## src/rtl/iobd_pkg.sv

```systemverilog
package iobd_pkg;
   localparam int BAR_W       = 32;
   localparam int HADDR_W     = 16;
   localparam int FRAME_W     = 6;
   localparam int MASK_W      = 8;
   localparam int BYTES_PER   = 4;
   localparam int FRAME_SHIFT = 10;
   localparam int PBUS_W      = FRAME_W + FRAME_SHIFT;

   typedef struct packed {
      logic [HADDR_W-1:0] haddr;
      logic               valid;
      logic               dev;
      logic [FRAME_W-1:0] frame;
      logic [MASK_W-1:0]  mask;
   } bar_t;

   typedef enum logic [1:0] {
      BYTE_MASK = 2'd0,
      BYTE_CTL  = 2'd1,
      BYTE_ALO  = 2'd2,
      BYTE_AHI  = 2'd3
   } bar_byte_e;
endpackage

```

## src/rtl/iobd_bar_regs.sv

```systemverilog
module iobd_bar_regs
   import iobd_pkg::*;
#(
   parameter int NUM_BARS = 8,
   parameter logic [NUM_BARS-1:0][BAR_W-1:0] BAR_RESET = '0,
   parameter logic [NUM_BARS-1:0] MASK_RW = '0,
   parameter int REG_AW = 6
) (
   input  logic                     clk,
   input  logic                     rst_n,
   input  logic                     reg_wr,
   input  logic [REG_AW-1:0]        reg_addr,
   input  logic [7:0]               reg_wdata,
   output bar_t [NUM_BARS-1:0]      bars
);
   localparam int SLOT_W = REG_AW - 2;

   logic [SLOT_W-1:0] slot;
   bar_byte_e         bsel;

   assign slot = reg_addr[REG_AW-1:2];
   assign bsel = bar_byte_e'(reg_addr[1:0]);

   for (genvar i = 0; i < NUM_BARS; i++) begin : g_bar
      localparam bar_t RST = bar_t'(BAR_RESET[i]);
      logic               sel;
      logic [HADDR_W-1:0] haddr_q;
      logic               valid_q;
      logic [MASK_W-1:0]  mask_v;

      assign sel = reg_wr && (slot == SLOT_W'(i));

      always_ff @(posedge clk) begin
         if (!rst_n) begin
            haddr_q <= RST.haddr;
            valid_q <= RST.valid;
         end else if (sel) begin
            case (bsel)
               BYTE_AHI: haddr_q[15:8] <= reg_wdata;
               BYTE_ALO: haddr_q[7:0]  <= reg_wdata;
               BYTE_CTL: valid_q       <= reg_wdata[7];
               default:  ;
            endcase
         end
      end

      if (MASK_RW[i]) begin : g_mask_rw
         logic [MASK_W-1:0] mask_q;
         always_ff @(posedge clk) begin
            if (!rst_n)
               mask_q <= RST.mask;
            else if (sel && bsel == BYTE_MASK)
               mask_q <= reg_wdata[MASK_W-1:0];
         end
         assign mask_v = mask_q;
      end else begin : g_mask_ro
         assign mask_v = RST.mask;
      end

      assign bars[i].haddr = haddr_q;
      assign bars[i].valid = valid_q;
      assign bars[i].dev   = RST.dev;
      assign bars[i].frame = RST.frame;
      assign bars[i].mask  = mask_v;
   end
endmodule

```

## src/rtl/iobd_match.sv

```systemverilog
module iobd_match
   import iobd_pkg::*;
#(
   parameter int NUM_BARS = 8
) (
   input  logic [HADDR_W-1:0]                   io_addr,
   input  logic [NUM_BARS-1:0][HADDR_W-1:0]     bases,
   input  logic [NUM_BARS-1:0]                  valids,
   input  logic [NUM_BARS-1:0][MASK_W-1:0]      masks,
   output logic [NUM_BARS-1:0]                  hits
);
   localparam int PAD_W = HADDR_W - MASK_W;

   for (genvar i = 0; i < NUM_BARS; i++) begin : g_cmp
      logic [HADDR_W-1:0] care;
      logic [HADDR_W-1:0] diff;
      assign care    = ~{{PAD_W{1'b0}}, masks[i]};
      assign diff    = (io_addr ^ bases[i]) & care;
      assign hits[i] = valids[i] && (diff == '0);
   end
endmodule

```

## src/rtl/iobd_select.sv

```systemverilog
module iobd_select
   import iobd_pkg::*;
#(
   parameter int NUM_BARS = 8,
   parameter int IDX_W = 3
) (
   input  logic [NUM_BARS-1:0]                 hits,
   input  logic [NUM_BARS-1:0][FRAME_W-1:0]    frames,
   input  logic [NUM_BARS-1:0][MASK_W-1:0]     masks,
   input  logic [MASK_W-1:0]                   offs_addr,
   output logic                                any_hit,
   output logic                                multi_hit,
   output logic [IDX_W-1:0]                    win_idx,
   output logic [PBUS_W-1:0]                   win_pbus
);
   logic [FRAME_W-1:0] frame_sel;
   logic [MASK_W-1:0]  mask_sel;
   logic [MASK_W-1:0]  offset;

   assign any_hit   = |hits;
   assign multi_hit = (hits & (hits - NUM_BARS'(1))) != '0;

   always_comb begin
      win_idx   = '0;
      frame_sel = '0;
      mask_sel  = '0;
      for (int i = NUM_BARS - 1; i >= 0; i--) begin
         if (hits[i]) begin
            win_idx   = IDX_W'(i);
            frame_sel = frames[i];
            mask_sel  = masks[i];
         end
      end
   end

   assign offset   = offs_addr & mask_sel;
   assign win_pbus = (PBUS_W'(frame_sel) << FRAME_SHIFT) + PBUS_W'(offset);
endmodule

```

## src/rtl/io_bar_decoder.sv

```systemverilog
module io_bar_decoder
   import iobd_pkg::*;
#(
   parameter int NUM_BARS = 8,
   parameter logic [NUM_BARS-1:0][BAR_W-1:0] BAR_RESET = {
      32'h0000_0901, 32'h0000_0707, 32'h0000_0507, 32'h0092_0600,
      32'h0066_0407, 32'h0062_0304, 32'h0060_0104, 32'h002E_0C01},
   parameter logic [NUM_BARS-1:0] MASK_RW = 8'b0000_1100,
   parameter int REG_AW = $clog2(BYTES_PER * NUM_BARS + 1),
   parameter int IDX_W = (NUM_BARS > 1) ? $clog2(NUM_BARS) : 1
) (
   input  logic                 clk,
   input  logic                 rst_n,
   input  logic                 io_valid,
   input  logic [HADDR_W-1:0]   io_addr,
   input  logic                 reg_wr,
   input  logic [REG_AW-1:0]    reg_addr,
   input  logic [7:0]           reg_wdata,
   output logic [7:0]           reg_rdata,
   output logic                 claim,
   output logic [IDX_W-1:0]     hit_idx,
   output logic [PBUS_W-1:0]    pbus_addr,
   output logic                 conflict
);
   localparam int SLOT_W = REG_AW - 2;
   localparam logic [REG_AW-1:0] STATUS_ADDR = REG_AW'(BYTES_PER * NUM_BARS);

   if (NUM_BARS < 1) begin : g_bad_count
      $error("io_bar_decoder: NUM_BARS must be at least 1");
   end
   if (REG_AW < $clog2(BYTES_PER * NUM_BARS + 1)) begin : g_bad_aw
      $error("io_bar_decoder: REG_AW too narrow for the register map");
   end
   if ((1 << IDX_W) < NUM_BARS) begin : g_bad_idx
      $error("io_bar_decoder: IDX_W too narrow for NUM_BARS");
   end

   bar_t [NUM_BARS-1:0]              bars;
   logic [NUM_BARS-1:0][HADDR_W-1:0] bases;
   logic [NUM_BARS-1:0]              valids;
   logic [NUM_BARS-1:0][MASK_W-1:0]  masks;
   logic [NUM_BARS-1:0][FRAME_W-1:0] frames;
   logic [NUM_BARS-1:0]              hits;
   logic                             any_hit, multi_hit;
   logic [IDX_W-1:0]                 win_idx;
   logic [PBUS_W-1:0]                win_pbus;
   logic                             clr_conflict;

   iobd_bar_regs #(
      .NUM_BARS  (NUM_BARS),
      .BAR_RESET (BAR_RESET),
      .MASK_RW   (MASK_RW),
      .REG_AW    (REG_AW)
   ) i_regs (
      .clk       (clk),
      .rst_n     (rst_n),
      .reg_wr    (reg_wr),
      .reg_addr  (reg_addr),
      .reg_wdata (reg_wdata),
      .bars      (bars)
   );

   for (genvar i = 0; i < NUM_BARS; i++) begin : g_unpack
      assign bases[i]  = bars[i].haddr;
      assign valids[i] = bars[i].valid;
      assign masks[i]  = bars[i].mask;
      assign frames[i] = bars[i].frame;
   end

   iobd_match #(.NUM_BARS(NUM_BARS)) i_match (
      .io_addr (io_addr),
      .bases   (bases),
      .valids  (valids),
      .masks   (masks),
      .hits    (hits)
   );

   iobd_select #(.NUM_BARS(NUM_BARS), .IDX_W(IDX_W)) i_select (
      .hits      (hits),
      .frames    (frames),
      .masks     (masks),
      .offs_addr (io_addr[MASK_W-1:0]),
      .any_hit   (any_hit),
      .multi_hit (multi_hit),
      .win_idx   (win_idx),
      .win_pbus  (win_pbus)
   );

   assign clr_conflict = reg_wr && (reg_addr == STATUS_ADDR) && reg_wdata[0];

   always_ff @(posedge clk) begin
      if (!rst_n) begin
         claim     <= 1'b0;
         hit_idx   <= '0;
         pbus_addr <= '0;
      end else if (io_valid && any_hit) begin
         claim     <= 1'b1;
         hit_idx   <= win_idx;
         pbus_addr <= win_pbus;
      end else begin
         claim     <= 1'b0;
         hit_idx   <= '0;
         pbus_addr <= '0;
      end
   end

   always_ff @(posedge clk) begin
      if (!rst_n)
         conflict <= 1'b0;
      else if (io_valid && multi_hit)
         conflict <= 1'b1;
      else if (clr_conflict)
         conflict <= 1'b0;
   end

   always_comb begin
      bar_t sel_bar;
      logic found;
      sel_bar = '0;
      found   = 1'b0;
      for (int i = 0; i < NUM_BARS; i++) begin
         if (reg_addr[REG_AW-1:2] == SLOT_W'(i)) begin
            sel_bar = bars[i];
            found   = 1'b1;
         end
      end
      if (reg_addr == STATUS_ADDR)
         reg_rdata = {7'b0, conflict};
      else if (found)
         case (reg_addr[1:0])
            2'd0:    reg_rdata = sel_bar[7:0];
            2'd1:    reg_rdata = sel_bar[15:8];
            2'd2:    reg_rdata = sel_bar[23:16];
            default: reg_rdata = sel_bar[31:24];
         endcase
      else
         reg_rdata = 8'hFF;
   end
endmodule

```

## config.mk

```make
export PLATFORM = sky130hd
export DESIGN_NAME = io_bar_decoder
export DESIGN_NICKNAME = d
export VERILOG_FILES = /design/src/rtl/iobd_pkg.sv /design/src/rtl/iobd_bar_regs.sv /design/src/rtl/iobd_match.sv /design/src/rtl/iobd_select.sv /design/src/rtl/io_bar_decoder.sv
export SDC_FILE = /design/constraint.sdc
export NUM_CORES = 1
export LEC_CHECK = 0
export ABC_AREA = 1
export BUFFER_PORTS_ARGS = -buffer_cell sky130_fd_sc_hd__clkbuf_2
export CAP_MARGIN = 20
export CELL_PAD_IN_SITES_DETAIL_PLACEMENT = 0
export CELL_PAD_IN_SITES_GLOBAL_PLACEMENT = 1
export CORE_MARGIN = 5
export CORE_UTILIZATION = 47
export CTS_CLUSTER_SIZE = 30
export DETAILED_ROUTE_END_ITERATION = 10
export PLACE_DENSITY = 0.9
export SLEW_MARGIN = 20
export SYNTH_ARGS = -nofsm -noshare
export SYNTH_HDL_FRONTEND = slang
export SYNTH_HIERARCHICAL = 1
export SYNTH_SLANG_ARGS = --single-unit
```

## constraint.sdc

```tcl
create_clock -name clk -period 5.4 [get_ports clk]
set_input_delay 1.08 -clock clk [delete_from_list [all_inputs] [get_ports clk]]
set_output_delay 1.08 -clock clk [all_outputs]
set_load 0.01 [all_outputs]
```

* Word level (Yosys, flattened, before mapping)
Cells that the tools add are included.
** Word-level totals
- Bits in registers :: 173
- Latch bits :: 0
- Bits in writable memories :: 0
- Bits in read-only memories :: 0
- Bits of input ports :: 34
- Output and inout port bits :: 29
- Logic and storage cells :: 169
- Memories kept :: 0
** Cells by class
- Add/sub/neg operators :: 2
- Multipliers :: 0
- Divide/modulo/power cells :: 0
- Magnitude comparators :: 0
- Equality and inequality tests :: 11
- Shift operators :: 0
- Multiplexer cells :: 45
- Bitwise logic cells :: 16
- Reductions and logical operators :: 63
** Operators with widths (number)
- $mux 32 :: 8
- $logic_not 16->1 :: 8
- $xor 16x16->16 :: 8
- $reduce_and 2->1 :: 25
- $mux 8 :: 6
- $and 16x16->16 :: 2
- $mux 4 :: 8
- $not 8->16 :: 2
- $pmux 8 s3 :: 1
- $logic_and 1x1->1 :: 22
- $mux 3 :: 7
- $and 8x8->8 :: 2
- $eq 4x3->1 const B :: 4
- $add 14x8->15 :: 1
- $mux 1 :: 13
- $eq 4x2->1 const B :: 2
- $reduce_bool 8->1 :: 1
- $reduce_or 8->1 :: 1
- $sub 8x1->8 const B :: 1
- $eq 6x6->1 const B :: 1
- $reduce_or 6->1 :: 1
- $eq 2x2->1 const B :: 2
- $eq 4x1->1 const B :: 1
- $logic_not 4->1 :: 1
- other kinds (7) :: 9

* Longest topological paths before layout
Gate-level depths: netlist (run 1).
- Word-level depth :: 13
- Depth in mapped cells :: 20
- Depth with buffers taken out :: 18

* Hierarchy
The synthesis (run 1) kept the hierarchy.
** By module, submodules not included
- iobd_bar_regs :: times used 1, cells each 989, area an instance 7084.3 sq um
- io_bar_decoder :: times used 1, cells each 668, area an instance 3271.9 sq um
- iobd_match :: times used 1, cells each 556, area an instance 2501.1 sq um
- iobd_select :: times used 1, cells each 269, area an instance 1335.0 sq um

* Worst setup path after synthesis (run 1)
OpenSTA, ideal clock, no wires.
- Kind :: input port to output port
- Start :: in reg_addr[2]
- End :: out reg_rdata[1]
- Arrival :: 2.379 ns
- Setup slack :: 1.941 ns
- Stages :: 11
- Path buffers :: 1
- Cells stage by stage :: buf_4 -> inv_1 -> nor3_1 -> nand2_1 -> nand3_1 -> nor2_1 -> nand3_1 -> nand2_1 -> nand2_1 -> nor2_1 -> nor2_1
** Between the ends
- Cells in the longest elaborated chain, start to end :: 12
- Elaborated cells between the ends (all ways) :: 28
** Ends and longest elaborated chain
- start: declaration :: RTL line io_bar_decoder.sv:17 : input logic [REG_AW-1:0] reg_addr,
- $logic_not 4->1 :: RTL line io_bar_decoder.sv:122 : if (reg_addr[REG_AW-1:2] == SLOT_W'(i)) begin
- $mux 32 (8 in a row) :: RTL line io_bar_decoder.sv:122
- $pmux 8 s3 :: RTL line io_bar_decoder.sv:130 : case (reg_addr[1:0])
- $mux 8 :: RTL line io_bar_decoder.sv:129 : else if (found)
- $mux 8 * :: RTL line io_bar_decoder.sv:127 : if (reg_addr == STATUS_ADDR)
- end: declaration :: RTL line io_bar_decoder.sv:19 : output logic [7:0] reg_rdata,
Every way passes the cells marked *; elsewhere a longest branch is shown, timed or not.

* Worst setup path in the final report (run 1)
- Start :: in reg_addr[3]
- End :: out reg_rdata[0]
Same word-level chain as after synthesis.

==> results.txt, run 1 <==
Synth Area in Compound Gates = 8.99%
Tmin final = 4.63 ns
Worst VDD drop = 0.312 mV
Clock Sinks = 173
Total Neg Setup Slack = 0 ns
DRC = 0
final worst path period share = 85.8%
LEAKAGE = 6.88 nW
Seq/Total Area, Yosys = 24.4%
Setup crit start kind = input pin
leading area contributor after synthesis = dfxtp_1
status = finished clean
Antenna Nets Post-Route = 0
Crit path top cell by count = nand2_1
pin count of the biggest net entering global routing = 84
layout cells sized above 1 = 8.80%
Final Hold Fails = 0
Fin Clk Skew = 0.0145 ns
largest family of logic cells by synthesized area = simple AND/OR/NAND/NOR gates
Critical Path AT = 3.55 ns
Critical-path top delay cell = inv_2
CTS tree = done
Mapped Area = 0.0142 mm²
die area = 0.0338 mm²
DR WL/cell = 18.5 µm
CTS max path bufs = 2
simple-gate share of the synthesized area = 47.9%
initial drt markers = 1567
Top Ports = 63
Detailed Routing Iterations Pass 1 = 5
Chip Width = 184 µm
Slew Limit Fails = 0
Final setup violation count = 0
max frequency = 216 MHz
cts hold-fix bufs = 0
post-CTS setup repair buffer count = 0
TritonCTS Buffers = 17
area overhead of the layout relative to synthesis = 3.05%
Initial Util = 47.8%
Core ar. = 0.0297 mm²
worst hold path class = reg2reg
vias in the first global route = 13800
Crit path buffers/inverters = 4
#FFs+latches synth = 173
most common cell after layout, fill and taps aside = nand2_1
ant diodes = 0
most frequent cells in the layout = 741 x nand2_1, 406 x nor2_1, 230 x nand3_1
vias = 15200
Data required, critical path = 4.32 ns
max cap viols = 0
Avg Inst Size Synth = 5.72 µm²
adder-cell share of the synthesized area = 0%
CTS H-Tree Depth = 4
Overflow after GRT = 0
post-synthesis mux area share = 0%
Netlist cell types = 41
Tot GR Track Use = 31.0%
Worst Path Max Fanout = 14
clock-pin slew on the worst setup and hold paths = 0.08 ns
Post-Route WL = 52700 µm
hpwl dp = 38400 µm
Mapped Cells = 2482
final net count = 2475
initial antenna violation count = 0
post-synth top area share = 24.4%
Port Buffers = 62
crit-path max cell delay = 0.39 ns
GPL Wtd Cong = 0.966
top cells by area, synth = dfxtp_1 24%, nand2_1 20%, nor2_1 11%
Worst Max-Slew Pin Slew = 1.14 ns
crit-path cells = clkbuf_2, inv_2, nor2_8, nand2_1, inv_2, nand2_1, nand4_1, nand2_1, nand2_1, nand2_1, nand3_1, nor2_1, nor2_1, clkbuf_2
unrepaired setup endpoints after global routing = no
Slew headroom = 24.0%
P per Cell Area = 211 mW/mm²
Rows = 63
warnings from Yosys = 6
Resized Gates After CTS = 0
XOR/XNOR share of the synthesized area = 1.48%
CP delay by family, top = simple AND/OR/NAND/NOR gates
number of fill cells in the layout = 3268
first-pass GRT wire length = 81200 µm
crit path capture type = output port
clock tree root driver cell = clkbuf_16
Die Span Y = 184 µm
CP Class = in2out
Worst-Skew Late Latency = 0.47 ns
DR vias/cell = 5.34
Final Core Density = 49.2%
-- cell usage after synthesis (all sizes together) --
| cell | instances |
|---|---|
| o211ai | 19 |
| nand3b | 16 |
| a31oi | 6 |
| nand3 | 231 |
| nand2 | 751 |
| xor2 | 16 |
| nor3 | 10 |
| dfxtp | 173 |
| or2 | 52 |
| clkbuf | 61 |
| nor2 | 437 |
| xnor2 | 8 |
| a21oi | 130 |
| conb | 3 |
| buf | 189 |
| o221ai | 8 |
| o22ai | 9 |
| a21boi | 1 |
| clkinv | 6 |
| inv | 222 |
| a22oi | 6 |
| nand4 | 83 |
| o21ai | 45 |
-- routing by layer --
layer	up-vias	part of all wire, %	global-route usage, %
met3	107	6.5	4.23
met1	6899	44	41.3
met4	0	3.6	11.0
met5	-	0	0
li1	7569	-	-
met2	612	46	51.4
-- worst reg2reg max path, stage by stage (launching register included) --
cell	delay (ns)
dfxtp_1	0.36
or2_2	0.28
nand2_1	0.13
nand2_1	0.07
nor2_1	0.16
nand2_1	0.14
nor2_2	0.58
nor2_4	0.18
inv_1	0.12
nor2_1	0.06
nand3_1	0.07
nand3_1	0.53
nor2_1	0.29
-- flip-flops by register name, indices dropped and copies added (netlist names) --
signal and flops:
i_regs/g_bar.g_mask_rw.mask_q 16, i_regs/g_bar.valid_q 8, hit_idx 3, claim 1
i_regs/g_bar.haddr_q 128, pbus_addr 16, conflict 1
-- area by class of cell --
cell class              instances  area, µm²  share of cell area, %
multi-input cells            1934       8700                   59.5
flip-flops and latches        173       3460                   23.7
inverters                     228        863                   5.90
repair buffers                 87        500                   3.42
well taps                     390        488                   3.34
clock buffers                  17        425                   2.91
clock inverters                15        184                   1.26
-- metrics by stage --
step           hold WS [ns]  cell area, µm²  total power, W  worst slack, ns  instances
2_1_floorplan         0.453           14600         0.00170             1.94       2585
3_3_place_gp          0.481           14000         0.00178            0.852       2812
3_5_place_dp          0.495           14000         0.00179            0.811       2812
4_1_cts               0.507           14600         0.00308            0.810       2844
5_1_grt               0.531           14600         0.00320            0.600       2844
6_report              0.509           14600         0.00309            0.767       2844
-- final timing paths --
check / slack, ns / start / depth (start not counted) / end
setup / recovery: 0.77 / reg_addr[3] / 14 / reg_rdata[0]
hold / removal: 0.51 / i_regs/g_bar[4].haddr_q[7]$_SDFFE_PN1P_ / 2 / i_regs/g_bar[4].haddr_q[7]$_SDFFE_PN1P_
hold reg to reg: 0.51 / i_regs/g_bar[4].haddr_q[7]$_SDFFE_PN1P_ / 2 / i_regs/g_bar[4].haddr_q[7]$_SDFFE_PN1P_
setup reg to reg: 2.34 / i_regs/g_bar[5].haddr_q[7]$_SDFFE_PN0P_ / 12 / pbus_addr[1]$_SDFF_PN0_
-- logic make-up (layout without fill, tap and decap cells) --
family | Yosys count | in the layout
xor+xnor | 24 | 24
simple gates | 1580 | 1580
compound gates | 224 | 224
flops | 173 | 173
buf+inv | 478 | 347
other cells | 3 | 106
-- power by group --
| part | switching [W] | internal [W] | total (W) | leakage (nW) |
|---|---|---|---|---|
| clock network | 0.000675 | 0.000634 | 0.00131 | 0.298 |
| logic | 0.000364 | 0.000120 | 0.000483 | 5.19 |
| registers | 0.0000105 | 0.00128 | 0.00129 | 1.40 |
| total | 0.00105 | 0.00204 | 0.00309 | 6.88 |
(Power assumes the default switching activity.)
==> inputs of run 2 (changes only) <==
--- a/config.mk
+++ b/config.mk
@@ -10,10 +10,11 @@
 export CAP_MARGIN = 20
 export CELL_PAD_IN_SITES_DETAIL_PLACEMENT = 0
 export CELL_PAD_IN_SITES_GLOBAL_PLACEMENT = 1
-export CORE_MARGIN = 5
+export CORE_MARGIN = 2
 export CORE_UTILIZATION = 47
 export CTS_CLUSTER_SIZE = 30
 export DETAILED_ROUTE_END_ITERATION = 10
+export GPL_TIMING_DRIVEN = 0
 export PLACE_DENSITY = 0.9
 export SLEW_MARGIN = 20
 export SYNTH_ARGS = -nofsm -noshare
==> results.txt, run 2 (synthesized netlist as in run 1, its figures left out) <==
Final setup violation count = 0 (unchanged)
DR WL/cell = 18.3 µm (-1.0%)
Place WS = 0.778 ns (-0.0329 ns)
reg2reg start = i_regs/g_bar[1].haddr_q[7]$_SDFFE_PN0P_
Crit path top cell by count = nand2_1
worst r2r dst = conflict$_SDFFE_PN0P_
final worst path period share = 86.6% (+0.75 points)
status = finished clean
most flop-heavy register = i_regs/g_bar.haddr_q
number of fill cells in the layout = 3189 (-2.4%)
ant diodes = 0 (unchanged)
Tot GR Track Use = 35.7% (+4.7 points)
unrepaired setup endpoints after global routing = no
Antenna Nets Post-Route = 0 (unchanged)
pin count of the biggest net entering global routing = 17 (-80%)
Slew headroom = 34.1% (+10 points)
Total Neg Setup Slack = 0 ns (unchanged)
crit-path max cell delay = 0.42 ns (+0.03 ns)
CP Class = in2out
max reg flops = 128 (unchanged)
CTS max path bufs = 2 (unchanged)
most common cell after layout, fill and taps aside = nand2_1
Chip Width = 178 µm (-3.3%)
Final Hold Fails = 0 (unchanged)
Rows = 63 (unchanged)
FF/Latch Area = 0.00346 mm² (unchanged)
Fin Clk Skew = 0.0136 ns (-0.000846 ns)
Tmin final = 4.67 ns (+0.0406 ns)
clock-pin slew on the worst setup and hold paths = 0.07 ns (about the same)
Critical Path AT = 3.59 ns (+0.04 ns)
first-pass GRT wire length = 83400 µm (+2.7%)
hold depth = 2 (unchanged)
layout cells sized above 1 = 13.7% (+4.9 points)
Crit path buffers/inverters = 4 (unchanged)
Detailed Routing Iterations Pass 1 = 8 (+3)
Worst Max-Slew Pin Slew = 0.989 ns (-0.150 ns)
CTS H-Tree Depth = 4 (unchanged)
Overflow after GRT = 0 (unchanged)
Die Span Y = 178 µm (-3.3%)
Top Ports = 63 (unchanged)
vias in the first global route = 14300 (+3.4%)
CTS tree = done
final net count = 2695 (+8.9%)
crit path capture type = output port
DR vias/cell = 5.25 (-1.7%)
DRC = 0 (unchanged)
Resized Gates After CTS = 0 (unchanged)
hpwl dp = 44500 µm (+16%)
reg-to-reg setup timing slack = 2.86 ns (+0.52 ns)
cts hold-fix bufs = 0 (unchanged)
Critical-path top delay cell = nor2_2
area of the multi-input gates = 0.00869 mm² (-0.11%)
max cap viols = 0 (unchanged)
crit-path cells = clkbuf_2, buf_4, nor2_2, nand2_1, buf_2, o22ai_1, nand2_1, nand2_1, nand3_1, nor2_1, nor2_1, clkbuf_2
Worst Path Max Fanout = 10 (-4)
Worst-Skew Late Latency = 0.45 ns (-0.02 ns)
Core ar. = 0.0297 mm² (unchanged)
TritonCTS Buffers = 17 (unchanged)
most frequent cells in the layout = 741 x nand2_1, 408 x nor2_1, 230 x nand3_1
P per Cell Area = 197 mW/mm² (-6.4%)
min-delay src = i_regs/g_bar[7].valid_q$_SDFFE_PN0P_
initial drt markers = 1452 (-7.3%)
max frequency = 214 MHz (-0.87%)
vias = 16100 (+5.9%)
worst reg2reg path depth = 13 (+1)
die area = 0.0316 mm² (-6.4%)
clock tree root driver cell = clkbuf_16
Slew Limit Fails = 0 (unchanged)
final worst slack = 0.726 ns (-0.0406 ns)
Setup crit start kind = input pin
worst hold path class = reg2reg
CP delay by family, top = simple AND/OR/NAND/NOR gates
initial antenna violation count = 0 (unchanged)
Worst VDD drop = 0.190 mV (-39%)
Hold EP = i_regs/g_bar[7].valid_q$_SDFFE_PN0P_
Data required, critical path = 4.32 ns (about the same)
Clock Sinks = 173 (unchanged)
post-CTS setup repair buffer count = 0 (unchanged)
LEAKAGE = 7.75 nW (+13%)
area overhead of the layout relative to synthesis = 12.5%
Initial Util = 47.8% (unchanged)
Port Buffers = 57 (-8.1%)
GPL Wtd Cong = 0.957 (-0.91%)
Post-Route WL = 56200 µm (+6.6%)
biggest regs = i_regs/g_bar.haddr_q (128), i_regs/g_bar.g_mask_rw.mask_q (16), pbus_addr (16)
[run 2: per-stage QoR]
stage / hold WS [ns] / power [W] / cells / instance area [µm²] / util (%)
after floorplan: 0.453 / 0.00170 / 2585 / 14600 / -
after global placement: 0.463 / 0.00187 / 3032 / 15400 / 51.7
after detailed placement: 0.470 / 0.00187 / 3032 / 15400 / 51.7
after CTS: 0.486 / 0.00314 / 3064 / 16000 / 53.7
after global routing: 0.518 / 0.00327 / 3064 / 16000 / 53.7
final: 0.488 / 0.00315 / 3064 / 16000 / 53.7
[run 2: how the worst max path moves through the flow]
stage	startpoint	to	slack, ns	cells after the start
2_1_floorplan	reg_addr[2]	reg_rdata[1]	1.94	11
3_3_place_gp	reg_addr[2]	reg_rdata[6]	0.65	13
3_5_place_dp	reg_addr[2]	reg_rdata[4]	0.78	12
4_1_cts	reg_addr[2]	reg_rdata[4]	0.77	12
5_1_grt	reg_addr[2]	reg_rdata[4]	0.60	12
6_report	reg_addr[2]	reg_rdata[6]	0.73	12
[run 2: metal layers]
layer  vias up  global-route usage [%]  routed length (µm)
li1       8005                       -                   -
met1      7234                    45.5               23500
met2       715                    59.4               25600
met3       134                    4.86                4300
met4         0                    17.0                2750
met5         -                       0                   0
[run 2: final cells by class]
| class | count | share of cell area [%] |
|---|---|---|
| Tap cell | 390 | 3.06 |
| Buffer | 250 | 9.85 |
| Multi-Input combinational cell | 1934 | 54.4 |
| Inverter | 228 | 5.41 |
| Clock inverter | 12 | 0.831 |
| Clock buffer | 20 | 2.92 |
| Sequential cell | 173 | 21.7 |
| Timing Repair Buffer | 57 | 1.79 |
[run 2: power by group]
group          internal, W  total [W]  switching, W
clock             0.000723    0.00128      0.000560
combinational     0.000184   0.000576      0.000392
sequential         0.00128    0.00129    0.00000978
[run 2: worst reg2reg max path, cell delays in order (launching register included)]
cell and delay [ns]:
dfxtp_1 0.34, or2_1 0.22, nand2_1 0.14, nand2_1 0.07, nor2_1 0.13, nand2_1 0.16, nor2_1 0.53, nor2_4 0.10
buf_4 0.20, a21oi_1 0.15, a21oi_1 0.05, nand4_1 0.07, nand2_1 0.12, a21boi_0 0.18
==> inputs of run 3 (changes only) <==
--- a/config.mk
+++ b/config.mk
@@ -5,13 +5,12 @@
 export SDC_FILE = /design/constraint.sdc
 export NUM_CORES = 1
 export LEC_CHECK = 0
-export ABC_AREA = 1
 export BUFFER_PORTS_ARGS = -buffer_cell sky130_fd_sc_hd__clkbuf_2
 export CAP_MARGIN = 20
 export CELL_PAD_IN_SITES_DETAIL_PLACEMENT = 0
 export CELL_PAD_IN_SITES_GLOBAL_PLACEMENT = 1
 export CORE_MARGIN = 2
-export CORE_UTILIZATION = 47
+export CORE_UTILIZATION = 52
 export CTS_CLUSTER_SIZE = 30
 export DETAILED_ROUTE_END_ITERATION = 10
 export GPL_TIMING_DRIVEN = 0
==> results.txt, run 3 <==
CTS max path bufs = 2 (unchanged)
layout cells sized above 1 = 18.6% (+4.8 points)
pin count of the biggest net entering global routing = 20 (+3)
reg-to-reg setup timing slack = 1.54 ns (-1.32 ns)
Tot GR Track Use = 40.0% (+4.2 points)
Die Span Y = 159 µm (-11%)
min-delay src = i_regs/g_bar[1].valid_q$_SDFFE_PN0P_
Synth top cells by count = 189 x mux2i_1, 180 x nand2_1, 173 x dfxtp_1
Core ar. = 0.0235 mm² (-21%)
unrepaired setup endpoints after global routing = no
CTS tree = done
cts hold-fix bufs = 0 (unchanged)
leading area contributor after synthesis = dfxtp_1
ant diodes = 0 (unchanged)
DR WL/cell = 26.2 µm (+43%)
most flop-heavy register = i_regs/g_bar.haddr_q
max frequency = 212 MHz (-0.69%)
Worst VDD drop = 0.173 mV (-9.0%)
Detailed Routing Iterations Pass 1 = 7 (-1)
GRT busiest layer = met2
clock-pin slew on the worst setup and hold paths = 0.07 ns (about the same)
met1 Usage GRT = 54.3% (+8.7 points)
top cells by area, synth = dfxtp_1 28%, mux2i_1 15%, buf_4 7.4%
Resized Gates After CTS = 0 (unchanged)
die area = 0.0252 mm² (-20%)
crit-path cells = clkbuf_2, buf_4, buf_4, nand2b_1, o22ai_1, o22ai_1, o211ai_1, o311a_1, o211ai_1, clkbuf_2
Slew Limit Fails = 0 (unchanged)
CP Class = in2out
Initial Util = 53.1% (+5.3 points)
crit-path max cell delay = 0.53 ns (+0.11 ns)
# placed instances = 1931 (-36%)
first-pass GRT wire length = 75100 µm (-10%)
Worst Max-Slew Pin Slew = 1.16 ns (+0.175 ns)
Seq/Total Area, Yosys = 27.8% (+3.4 points)
Worst-Skew Late Latency = 0.45 ns (about the same)
Mapped Area = 0.0125 mm² (-12%)
P per Cell Area = 220 mW/mm² (+12%)
hpwl dp = 38900 µm (-13%)
CTS H-Tree Depth = 4 (unchanged)
LEAKAGE = 5.72 nW (-26%)
initial antenna violation count = 0 (unchanged)
Port Buffers = 53 (-7.0%)
Clock Sinks = 173 (unchanged)
Netlist cell types = 76 (+85%)
Mapped Cells = 1456 (-41%)
Most used DFF post-synth = dfxtp_1
Cell Count, Final, Fillers Out = 1963 (-36%)
crit path capture type = output port
GR Layer Usage met3 = 8.78% (+3.9 points)
DR vias/cell = 6.22 (+19%)
most common cell in the netlist = mux2i_1
Worst Path Max Fanout = 10 (unchanged)
Total Neg Setup Slack = 0 ns (unchanged)
Critical Path AT = 3.63 ns (+0.04 ns)
met2 Use GR = 60.3% (+0.99 points)
post-synth top area share = 27.8% (+3.4 points)
Chip Width = 159 µm (-11%)
Final Hold Fails = 0 (unchanged)
final net count = 1665 (-38%)
#FFs+latches synth = 173 (unchanged)
Post-synth EDFFs = 0 (unchanged)
warnings from Yosys = 6 (unchanged)
Top Ports = 63 (unchanged)
Data required, critical path = 4.32 ns (about the same)
GPL Wtd Cong = 1.05 (+9.4%)
biggest regs = i_regs/g_bar.haddr_q (128), i_regs/g_bar.g_mask_rw.mask_q (16), pbus_addr (16)
Setup crit start kind = input pin
Critical-path top delay cell = nand2b_1
TritonCTS Buffers = 17 (unchanged)
Async S/R FF share, synth = 0% (unchanged)
post-CTS setup repair buffer count = 0 (unchanged)
final worst path period share = 87.2% (+0.60 points)
DRC = 0 (unchanged)
worst r2r dst = pbus_addr[7]$_SDFF_PN0_
max cap viols = 0 (unchanged)
Antenna Nets Post-Route = 0 (unchanged)
worst reg2reg path depth = 9 (-4)
hold depth = 2 (unchanged)
clock tree root driver cell = clkbuf_16
Tmin final = 4.71 ns (+0.0326 ns)
Post-Route WL = 51400 µm (-8.4%)
most common cell after layout, fill and taps aside = mux2i_1
most frequent cells in the layout = 189 x mux2i_1, 180 x nand2_1, 173 x dfxtp_1
vias = 12200 (-24%)
Avg Inst Size Synth = 8.56 µm² (+50%)
max reg flops = 128 (unchanged)
Overflow after GRT = 0 (unchanged)
initial drt markers = 1875 (+29%)
vias in the first global route = 11400 (-20%)
reg2reg start = i_regs/g_bar[0].haddr_q[1]$_SDFFE_PN1P_
area overhead of the layout relative to synthesis = 13.2%
status = finished clean
number of fill cells in the layout = 2212 (-31%)
Fin Clk Skew = 0.0155 ns (+0.00193 ns)
worst hold path class = reg2reg
Final setup violation count = 0 (unchanged)
Rows = 56 (-11%)
Final Core Density = 60.1% (+6.4 points)
Hold EP = i_regs/g_bar[1].valid_q$_SDFFE_PN0P_
Slew headroom = 22.1% (-12 points)
-- run 3: cell count changes after synthesis, sizes merged, moves of 21 or more --
cell and change:
a221oi +25, nor2 -380, o22ai +54, nand4 -80, nand3 -211, nand2 -571, or2 -50, nor2b +51
xnor2 +88, mux2i +189, inv -215, and2 +21, a21oi -83
-- run 3: report_power, final --
group | total (W) | internal, W | switching, W | leakage, nW
sequential | 0.00129 | 0.00128 | 0.00000653 | 1.39
clock | 0.00128 | 0.000627 | 0.000655 | 0.289
combinational | 0.000542 | 0.000202 | 0.000340 | 4.04
total | 0.00311 | 0.00211 | 0.00100 | 5.72
-- run 3: worst max path at each step --
stage	startpoint	end	slack, ns	cells past startpoint
after floorplan	reg_addr[5]	reg_rdata[6]	1.92	8
after detailed placement	reg_addr[4]	reg_rdata[2]	0.81	10
final	reg_addr[4]	reg_rdata[4]	0.69	10
after global routing	reg_addr[4]	reg_rdata[2]	0.71	10
after CTS	reg_addr[4]	reg_rdata[2]	0.81	10
after global placement	io_addr[5]	pbus_addr[7]$_SDFF_PN0_	0.78	11
-- run 3: metrics by stage --
| stage | power (W) | setup slack (ns) | hold WS [ns] | area [µm²] |
|---|---|---|---|---|
| global route | 0.00318 | 0.710 | 0.488 | 14100 |
| detailed placement | 0.00182 | 0.813 | 0.456 | 13500 |
| CTS | 0.00307 | 0.810 | 0.466 | 14100 |
| floorplan | 0.00166 | 1.92 | 0.435 | 12800 |
| finish | 0.00311 | 0.694 | 0.465 | 14100 |
| global placement | 0.00181 | 0.784 | 0.446 | 13500 |
-- run 3: area by class of cell --
| type | instances | area (µm²) | area share (%) |
|---|---|---|---|
| clock buffers | 17 | 425 | 3.01 |
| clock inverters | 15 | 171 | 1.21 |
| repair buffers | 53 | 265 | 1.88 |
| multi-input cells | 1148 | 7860 | 55.7 |
| inverters | 10 | 37.5 | 0.266 |
| well taps | 319 | 399 | 2.83 |
| plain buffers | 228 | 1490 | 10.6 |
| flip-flops and latches | 173 | 3460 | 24.5 |
-- run 3: worst max-delay path: cells and delay by family --
family          cells  cell delay, ns
buf+inv             4            0.90
simple gates        1            0.53
compound gates      5            1.11
-- run 3: layer usage --
| metal | vias to the layer above | share of wire [%] |
|---|---|---|
| met5 | - | 0 |
| met3 | 166 | 11 |
| met1 | 5852 | 41 |
| met4 | 0 | 5.1 |
| met2 | 869 | 43 |
| li1 | 5327 | - |
-- run 3: cells by family (layout without fill, tap and decap cells) --
logic type                Yosys count  in the layout  synth area share (%)
and+or+nand+nor                   419            419                  17.2
xor gates and xnor gates          128            128                  9.00
DFF                               173            173                  27.8
muxes                             213            213                  18.3
buffers and inverters             238            323                  12.3
AOI/OAI and AO/OA                 282            282                  15.4
other                               3            106                0.0904
